### src/rtl/bitop_pkg.sv
package bitop_pkg;
  typedef enum logic [2:0] {
    OP_TSET  = 3'd0,
    OP_TCLR  = 3'd1,
    OP_BSET  = 3'd2,
    OP_BCLR  = 3'd3,
    OP_BRSET = 3'd4,
    OP_BRCLR = 3'd5
  } bitOp_e;

  typedef struct packed {
    logic load;
    logic capture;
    logic finish;
  } ctlStrobe_t;

  function automatic logic isValidOp(input logic [2:0] op);
    return op <= OP_BRCLR;
  endfunction

  function automatic logic isRmwOp(input logic [2:0] op);
    return op <= OP_BCLR;
  endfunction

  function automatic logic isTestOp(input logic [2:0] op);
    return (op == OP_TSET) || (op == OP_TCLR);
  endfunction

  function automatic logic isBranchOp(input logic [2:0] op);
    return (op == OP_BRSET) || (op == OP_BRCLR);
  endfunction
endpackage

### src/rtl/bitop_ctrl.sv
module bitop_ctrl
  import bitop_pkg::*;
(
  input  logic       clk,
  input  logic       rstN,
  input  logic       start,
  input  logic [2:0] opSel,
  output logic       busy,
  output logic       busRead,
  output logic       busWrite,
  output logic       memLock,
  output logic       done,
  output ctlStrobe_t strobe
);
  typedef enum logic [1:0] {S_IDLE, S_RD1, S_RD2, S_WR} state_e;

  state_e state, nextState;
  logic   rmwQ;
  logic   accept;

  assign accept = start && (state == S_IDLE) && isValidOp(opSel);

  always_comb begin
    nextState = state;
    case (state)
      S_IDLE: if (accept) nextState = S_RD1;
      S_RD1:  nextState = rmwQ ? S_RD2 : S_IDLE;
      S_RD2:  nextState = S_WR;
      S_WR:   nextState = S_IDLE;
      default: nextState = S_IDLE;
    endcase
  end

  always_comb begin
    strobe.load    = accept;
    strobe.capture = (state == S_RD2);
    strobe.finish  = (state == S_WR) || ((state == S_RD1) && !rmwQ);
  end

  assign busy     = (state != S_IDLE);
  assign busRead  = (state == S_RD1) || (state == S_RD2);
  assign busWrite = (state == S_WR);
  assign memLock  = rmwQ && busy;

  always_ff @(posedge clk) begin
    if (!rstN) begin
      state <= S_IDLE;
      rmwQ  <= 1'b0;
      done  <= 1'b0;
    end else begin
      state <= nextState;
      done  <= strobe.finish;
      if (accept) rmwQ <= isRmwOp(opSel);
    end
  end

  // the lock is dropped in the cycle right after the write
  a_r6_lock_release: assert property (@(posedge clk) disable iff (!rstN)
    busWrite |=> !memLock);

  // the lock covers the write and both reads before it
  a_r6_lock_span: assert property (@(posedge clk) disable iff (!rstN)
    busWrite |-> memLock && $past(memLock) && $past(memLock, 2));

  // a start refused while busy must not restart the sequence
  a_r10_no_restart: assert property (@(posedge clk) disable iff (!rstN)
    (busy && !strobe.finish) |=> busy);

  // an unsupported code leaves the unit idle
  a_r11_bad_code: assert property (@(posedge clk) disable iff (!rstN)
    (!busy && start && !isValidOp(opSel)) |=> !busy);
endmodule

### src/rtl/bitop_dpath.sv
module bitop_dpath
  import bitop_pkg::*;
#(
  parameter int DATA_W = 8,
  parameter int ADDR_W = 16
) (
  input  logic                       clk,
  input  logic                       rstN,
  input  ctlStrobe_t                 strobe,
  input  logic [2:0]                 opSel,
  input  logic [$clog2(DATA_W)-1:0]  bitIdx,
  input  logic [DATA_W-1:0]          accMask,
  input  logic [ADDR_W-1:0]          effAddr,
  input  logic [ADDR_W-1:0]          nextPc,
  input  logic [DATA_W-1:0]          disp,
  input  logic [DATA_W-1:0]          busRdata,
  output logic [ADDR_W-1:0]          busAddr,
  output logic [DATA_W-1:0]          busWdata,
  output logic                       zUpdate,
  output logic                       zValue,
  output logic                       brValid,
  output logic                       brTaken,
  output logic [ADDR_W-1:0]          brTarget
);
  localparam int IDX_W  = $clog2(DATA_W);
  localparam int HIGH_W = ADDR_W - DATA_W;

  logic [2:0]        opQ;
  logic [IDX_W-1:0]  bitQ;
  logic [DATA_W-1:0] accQ;
  logic [DATA_W-1:0] rdQ;
  logic [ADDR_W-1:0] addrQ;
  logic [ADDR_W-1:0] targetQ;
  logic [DATA_W-1:0] bitMask;
  logic [ADDR_W-1:0] zpAddr;
  logic [ADDR_W-1:0] sxDisp;

  for (genvar gi = 0; gi < DATA_W; gi++) begin : g_mask
    assign bitMask[gi] = (bitQ == IDX_W'(gi));
  end

  assign zpAddr = {{HIGH_W{1'b0}}, effAddr[DATA_W-1:0]};
  assign sxDisp = {{HIGH_W{disp[DATA_W-1]}}, disp};

  always_comb begin
    case (opQ)
      OP_TSET: busWdata = rdQ | accQ;
      OP_TCLR: busWdata = rdQ & ~accQ;
      OP_BSET: busWdata = rdQ | bitMask;
      OP_BCLR: busWdata = rdQ & ~bitMask;
      default: busWdata = rdQ;
    endcase
  end

  assign busAddr  = addrQ;
  assign brTarget = targetQ;

  always_ff @(posedge clk) begin
    if (!rstN) begin
      opQ     <= '0;
      bitQ    <= '0;
      accQ    <= '0;
      rdQ     <= '0;
      addrQ   <= '0;
      targetQ <= '0;
      zUpdate <= 1'b0;
      zValue  <= 1'b0;
      brValid <= 1'b0;
      brTaken <= 1'b0;
    end else begin
      if (strobe.load) begin
        opQ     <= opSel;
        bitQ    <= bitIdx;
        accQ    <= accMask;
        addrQ   <= isTestOp(opSel) ? effAddr : zpAddr;
        targetQ <= nextPc + sxDisp;
      end
      if (strobe.capture) rdQ <= busRdata;
      zUpdate <= strobe.finish && isTestOp(opQ);
      brValid <= strobe.finish && isBranchOp(opQ);
      if (strobe.finish && isTestOp(opQ))
        zValue <= ((accQ & rdQ) == '0);
      if (strobe.finish && isBranchOp(opQ))
        brTaken <= busRdata[bitQ] ^ (opQ == OP_BRCLR);
    end
  end
endmodule

### src/rtl/bitop_rmw_unit.sv
module bitop_rmw_unit
  import bitop_pkg::*;
#(
  parameter int DATA_W = 8,
  parameter int ADDR_W = 16
) (
  input  logic                      clk,
  input  logic                      rstN,
  input  logic                      start,
  input  logic [2:0]                opSel,
  input  logic [$clog2(DATA_W)-1:0] bitIdx,
  input  logic [DATA_W-1:0]         accMask,
  input  logic [ADDR_W-1:0]         effAddr,
  input  logic [ADDR_W-1:0]         nextPc,
  input  logic [DATA_W-1:0]         disp,
  output logic [ADDR_W-1:0]         busAddr,
  output logic                      busRead,
  output logic                      busWrite,
  output logic [DATA_W-1:0]         busWdata,
  input  logic [DATA_W-1:0]         busRdata,
  output logic                      memLock,
  output logic                      busy,
  output logic                      done,
  output logic                      zUpdate,
  output logic                      zValue,
  output logic                      brValid,
  output logic                      brTaken,
  output logic [ADDR_W-1:0]         brTarget
);
  ctlStrobe_t strobe;

  bitop_ctrl u_ctrl (
    .clk(clk), .rstN(rstN), .start(start), .opSel(opSel),
    .busy(busy), .busRead(busRead), .busWrite(busWrite),
    .memLock(memLock), .done(done), .strobe(strobe)
  );

  bitop_dpath #(.DATA_W(DATA_W), .ADDR_W(ADDR_W)) u_dpath (
    .clk(clk), .rstN(rstN), .strobe(strobe), .opSel(opSel),
    .bitIdx(bitIdx), .accMask(accMask), .effAddr(effAddr),
    .nextPc(nextPc), .disp(disp), .busRdata(busRdata),
    .busAddr(busAddr), .busWdata(busWdata), .zUpdate(zUpdate),
    .zValue(zValue), .brValid(brValid), .brTaken(brTaken),
    .brTarget(brTarget)
  );

  // a write follows two reads of the same address
  a_r5_two_reads: assert property (@(posedge clk) disable iff (!rstN)
    busWrite |-> $past(busRead) && $past(busRead, 2)
                 && ($past(busAddr) == busAddr) && ($past(busAddr, 2) == busAddr));

  // a Z report only comes right after a write cycle
  a_r4_z_after_write: assert property (@(posedge clk) disable iff (!rstN)
    zUpdate |-> $past(busWrite) && done);

  // a branch result follows one unlocked read, with no write
  a_r8_branch_read: assert property (@(posedge clk) disable iff (!rstN)
    brValid |-> $past(busRead) && !$past(busRead, 2) && !$past(memLock) && done);

  // the bus never reads and writes at once
  a_r5_bus_exclusive: assert property (@(posedge clk) disable iff (!rstN)
    $onehot0({busRead, busWrite}));
endmodule

### config.mk
export PLATFORM = sky130hd
export DESIGN_NAME = bitop_rmw_unit
export DESIGN_NICKNAME = d
export VERILOG_FILES = /design/src/rtl/bitop_pkg.sv /design/src/rtl/bitop_ctrl.sv /design/src/rtl/bitop_dpath.sv /design/src/rtl/bitop_rmw_unit.sv
export SDC_FILE = /design/constraint.sdc
export NUM_CORES = 1
export LEC_CHECK = 0
export BUFFER_PORTS_ARGS = -buffer_cell sky130_fd_sc_hd__buf_2
export CORE_MARGIN = 1.5
export CORE_UTILIZATION = 44
export CTS_CLUSTER_SIZE = 25
export DETAILED_ROUTE_END_ITERATION = 8
export MAX_ROUTING_LAYER = met4
export PLACE_DENSITY_LB_ADDON = 0.05
export SLEW_MARGIN = 0
export SYNTH_ARGS = -nofsm -noshare
export SYNTH_HDL_FRONTEND = slang
export SYNTH_SLANG_ARGS = --single-unit
### constraint.sdc
create_clock -name clk -period 2.6 [get_ports clk]
set_input_delay 0.26 -clock clk [delete_from_list [all_inputs] [get_ports clk]]
set_output_delay 0.26 -clock clk [all_outputs]
set_load 0.01 [all_outputs]
[Word-level counts from Yosys, hierarchy flattened]
Cells that the tools add are included.
Operators by class
  magnitude comparators: 3
  muxes and demuxes: 7
  equal/unequal tests: 17
  add/subtract/negate cells: 1
  bitwise logic cells: 8
  reduce and logical (&&, ||, !) cells: 18
Operators with widths (count)
  one-hot mux 8 bit (4 select lines): 1
  bitwise AND 8 bit: 3
  equality test 3 bit, second input constant: 6
  adder 16 bit: 1
  two-way mux 16 bit: 1
  inverter 8 bit: 2
  bitwise OR 8 bit: 2
  equality test 3 x 2 -> 1 bit, second input constant: 4
  equality test 3 x 1 -> 1 bit, second input constant: 3
  logical NOT 3 bit: 3
  logical NOT 8 bit: 1
  one-hot mux 2 bit (4 select lines): 1
  logical AND 1 bit: 6
  logical OR 1 bit: 5
  equality test 2 bit, second input constant: 2
  less-than comparator 3 x 4 -> 1 bit, second input constant: 1
  two-way mux 2 bit: 2
  binary-select mux 1 bit (select 3 bit): 1
  <= comparator 3 x 2 -> 1 bit, second input constant: 1
  <= comparator 3 bit, second input constant: 1
  equality test 2 x 1 -> 1 bit, second input constant: 1
  logical NOT 2 bit: 1
  inequality test 2 x 1 -> 1 bit, second input constant: 1
  nonzero test 2 bit: 1
  other kinds (3): 3
Word-level totals
  output and inout port bits: 49
  word-level logic and storage cells: 67
  flip-flop bits (word level): 62

[Depth between registers and ports, before layout]
  word-level depth: 5
  depth in mapped cells: 8
  gate-level depth less buffers: 7

[Cells and area by module]
From an unflattened synthesis, not the netlist that was laid out.
Unflattened totals
  cells, all modules: 376
  area total of the unflattened synthesis: 3473.3 um2
By module, submodules not included
  bitop_dpath: cells each 346, times used 1, area each 3205.6 um2, sequential area each 1161.1 um2
  bitop_ctrl: cells each 30, times used 1, area each 267.8 um2, sequential area each 80.1 um2

[Least setup slack after synthesis]
OpenSTA, ideal clock, no wires.
  kind: input port to flip-flop
  from: in nextPc[0]
  to: reg u_dpath.targetQ[12] (netlist: u_dpath.brTarget[12])
  required time: 2.484 ns
  arrival: 2.082 ns
  path slack: 0.402 ns
  stages: 7
  buffers on the path: 0
  path through: ha_1 > fa_1 > a21o_1 > a221oi_2 > a211oi_1 > or3_1 > a41o_1
On the way
  word-level cells in the longest chain between the ends: 1
RTL lines
  start, declared: line bitop_rmw_unit.sv:14  | input logic [ADDR_W-1:0] nextPc,
  adder 16 bit: line bitop_dpath.sv:76  | targetQ <= nextPc + sxDisp;
  end signal, assigned: line bitop_dpath.sv:76
  end, declared: line bitop_dpath.sv:33  | logic [ADDR_W-1:0] targetQ;
Every way passes these cells.
A chain may end at the register's enable or synchronous reset.

[Worst setup path in the final report]
  from: reg u_dpath.opQ[1]
  to: out busWdata[5]
On the way
  word-level cells in the longest chain between the ends: 2
  elaborated cells between the ends (all ways): 5
  classes of those cells: 3 x eq/ne; 1 x mux; 1 x reduce/logical
RTL lines
  start, declared: line bitop_dpath.sv:28  | logic [2:0] opQ;
  start signal, assigned: line bitop_dpath.sv:72  | opQ <= opSel;
  equality test 3 x 2 -> 1 bit (tied with other cells): line bitop_dpath.sv:46  | case (opQ)
  one-hot mux 8 bit (4 select lines) *: line bitop_dpath.sv:46
  end, declared: line bitop_rmw_unit.sv:19  | output logic [DATA_W-1:0] busWdata,
Every way passes the cells marked *; elsewhere a longest branch is shown, timed or not.

==> results.toml <==
[sta]
setup_viol_count_final = 0
clock_skew_ns = 0.00954
fmax_ghz = 0.491
worst_pin_slew_ns = 0.841
fin_setup_tns_ns = 0
finalCriticalPeriod_ns = 2.03
slew_headroom = 0.435
hold_viol_final = 0
drv_slew = 0
fin_crit_sh = 0.783
rsz0062_at_grt = "no"

[yosys]
yosys.area.top_type = "dfxtp_1"
avgSynthCellArea_um2 = 8.16
synth_cells = 412
synth_seq_cells = 62
synth_warnings = 0
syn-num-nets = 497
syn_area_um2 = 3360
seq_area_frac_synth = 0.369
yosys.area.top_type_share = 0.369
synthArstFlopShare = 0
synth_cell_types = 55
synth-edff-count = 0
synthFlopType = "dfxtp_1"
ys_top_cells_by_area = "dfxtp_1 (37%), a21oi_1 (7.4%), nand2_1 (7.4%)"

[clock_network]
cts_hold_buf = 0
cts_root_buffer = "clkbuf_8"
cts_tree = "done"
numCtsBuffers = 9
cts.sinks = 62
clock_path_buffers = 2
clkTransAtPathRegs_ns = 0.07
htreeDepth = 3
clkLatencyLatePin_ns = 0.33
cts_setup_buffers = 0
ctsResizeCount = 0

[die]
die_h_um = 90.4
die_w_um = 90.4
core-area_um2 = 7330
ios = 114
start_util = 0.458
rows = 31
die_area_um2 = 8170

[finish]
fin_area_um2 = 4190
nNetsFinal = 601
antennaDiodeCount = 0
area_delta_synth_final_pct = 24.7
drive_above_1_share = 0.279

[pwr]
power_frac_comb = 0.233
power_frac_clock = 0.334
swShare = 0.304
total_power_mw = 2.49
intPower_mw = 1.73
p_switching_mw = 0.759
p_per_area_nw_per_um2 = 595
p_leak_nw = 1.89
seqPwrFrac = 0.433
max-vdd-ir-drop_v = 0.000327

[global_routing]
grt_overflow_total = 0
grt_antenna_before_repair = 0
gr-usage-all-layers = 0.218
grt_pass1_vias = 3040
grt_max_degree = 51
grt_pass1_wl_mm = 14.1

[detailed_routing]
vias = 3316
post-route-drc-count = 0
viasPerCell = 5.36
ant_nets = 0
drt-wirelength-per-cell_um = 13.9
first_iter_violations = 89
first_pass_iters = 4
routed_wl_mm = 8.59

[placed_design]
hpwl_mm = 6.35
io_buffers = 113
gp_congestion = 0.836
placed_cell_area_um2 = 4000

[setup_path]
start_kind = "flop"
timing.critical_path.mode_cell = "a21oi_1"
arrival_ns = 1.77
path_cells = "nand4b_1, a21oi_1, nor2_1, a21oi_1, buf_2"
crit_required_ns = 2.34
critPathMaxFanout = 15
crit_slowest_cell = "dfxtp_1"
end_kind = "output port"
crit_type = "reg2out"
max_stage_delay_ns = 0.67

[hold_path]
min_path_type = "in2reg"

[run_status]
outcome = "finished, final reports clean"

[job]
drv_cap = 0
-- cell type report --
type	count	area, µm²
Multi-Input combinational cell	314	1990
Fill cell	712	3140
Tap cell	99	124
Sequential cell	62	1240
Clock inverter	4	47.5
Inverter	9	33.8
Clock buffer	11	141
Timing Repair Buffer	120	618
-- critical path: cells and delay by family, from the launching register on --
kind	cells	cell delay, ns
flops	1	0.67
compound gates	2	0.39
simple gates	2	0.21
buf+inv	1	0.17
-- cells in the mapped netlist (3+ instances only) --
cell type  count
nand4b_1       4
o21ai_0       17
clkbuf_1      21
nand4_1        3
mux2i_1       12
buf_1          3
nor3b_1        3
o31ai_1        5
and3_1         7
o211ai_1       4
nor2b_1        4
a21oi_1       50
a211oi_1       4
a221oi_1       4
xnor2_1        6
nand3_1       15
nand2b_1       4
a22oi_1        8
ha_1          19
inv_1          8
nand2_1       66
a21o_1         7
nor2_1        31
dfxtp_1       62
nor3_1         5
-- power by group through the flow --
stage               clock network, mW  logic, mW  registers [mW]
floorplan                           0      0.375            1.10
global route                    0.911      0.655            1.09
global placement                    0      0.579            1.10
finish                          0.832      0.582            1.08
CTS                             0.850      0.588            1.08
detailed placement                  0      0.586            1.10
-- stage by stage --
step	util	hold WS (ns)	setup slack, ns	instances
2_1_floorplan	-	0.396	0.402	412
3_3_place_gp	0.546	0.435	0.272	604
3_5_place_dp	0.546	0.444	0.210	604
4_1_cts	0.572	0.150	0.569	619
5_1_grt	0.572	0.158	0.426	619
6_report	0.572	0.158	0.565	619
-- cell usage in the layout, fill, tap and decap left out, types with 2 or more instances in the layout --
cell,synthesis,routed
nor3b_1,3,3
nor2b_1,4,4
nand3_1,15,15
ha_1,19,19
o21a_1,2,2
o21bai_1,2,2
o211ai_1,4,4
and3_1,7,7
a21o_1,7,7
a211oi_1,4,4
clkinv_2,0,2
nand4b_1,4,4
dfxtp_1,62,62
mux4_2,2,2
a41oi_1,2,2
a22o_1,2,2
nand2_1,66,66
buf_4,0,7
nand2b_1,4,4
o31ai_1,5,5
clkbuf_8,0,10
a21oi_1,50,49
or3_1,2,2
nand4_1,3,3
nor2_1,31,31
a221oi_1,4,4
a22oi_1,8,8
a31oi_1,2,2
a2111oi_0,2,2
and4_1,2,2
inv_1,8,8
xnor2_1,6,6
nor3_1,5,5
buf_2,2,113
o21ai_0,17,17
mux2i_1,12,12
-- sequential cells by signal, summed over array words and instances, names as in the netlist, named ones only --
register and flops:
u_dpath.brTarget 16, u_dpath.zUpdate 1, u_dpath.bitQ 3, u_ctrl.rmwQ 1, u_dpath.rdQ 8, u_dpath.brValid 1, u_dpath.brTaken 1, u_dpath.accQ 8
u_dpath.opQ 3, u_ctrl.done 1, u_dpath.busAddr 16, u_ctrl.state 1, u_dpath.zValue 1
-- final timing paths --
kind	startpoint	end	slack (ns)	cells after the start
max reg2reg	u_ctrl.state[0]	flop	0.61	8
min reg2reg	u_dpath.brTarget[4]	u_dpath.brTarget[4]	0.45	2
min	effAddr[7]	u_dpath.busAddr[7]	0.16	3
max	u_dpath.opQ[1]	busWdata[5]	0.57	5
-- kinds of logic after synthesis --
group | share of synthesized area
buffers and inverters | 0.0432
flip-flops | 0.369
adder cells (fa/ha/maj) | 0.0767
AO/OA/AOI/OAI | 0.230
XOR/XNOR | 0.0182
multiplexers | 0.0525
AND/OR/NAND/NOR | 0.210
-- layer usage --
metal	wire (µm)	vias to the layer above	GRT usage
li1	-	1691	-
met1	4010	1538	0.272
met2	4160	78	0.355
met3	319	9	0.0303
met4	104	0	0.0847
met5	0	-	-
(Power assumes the default switching activity.)
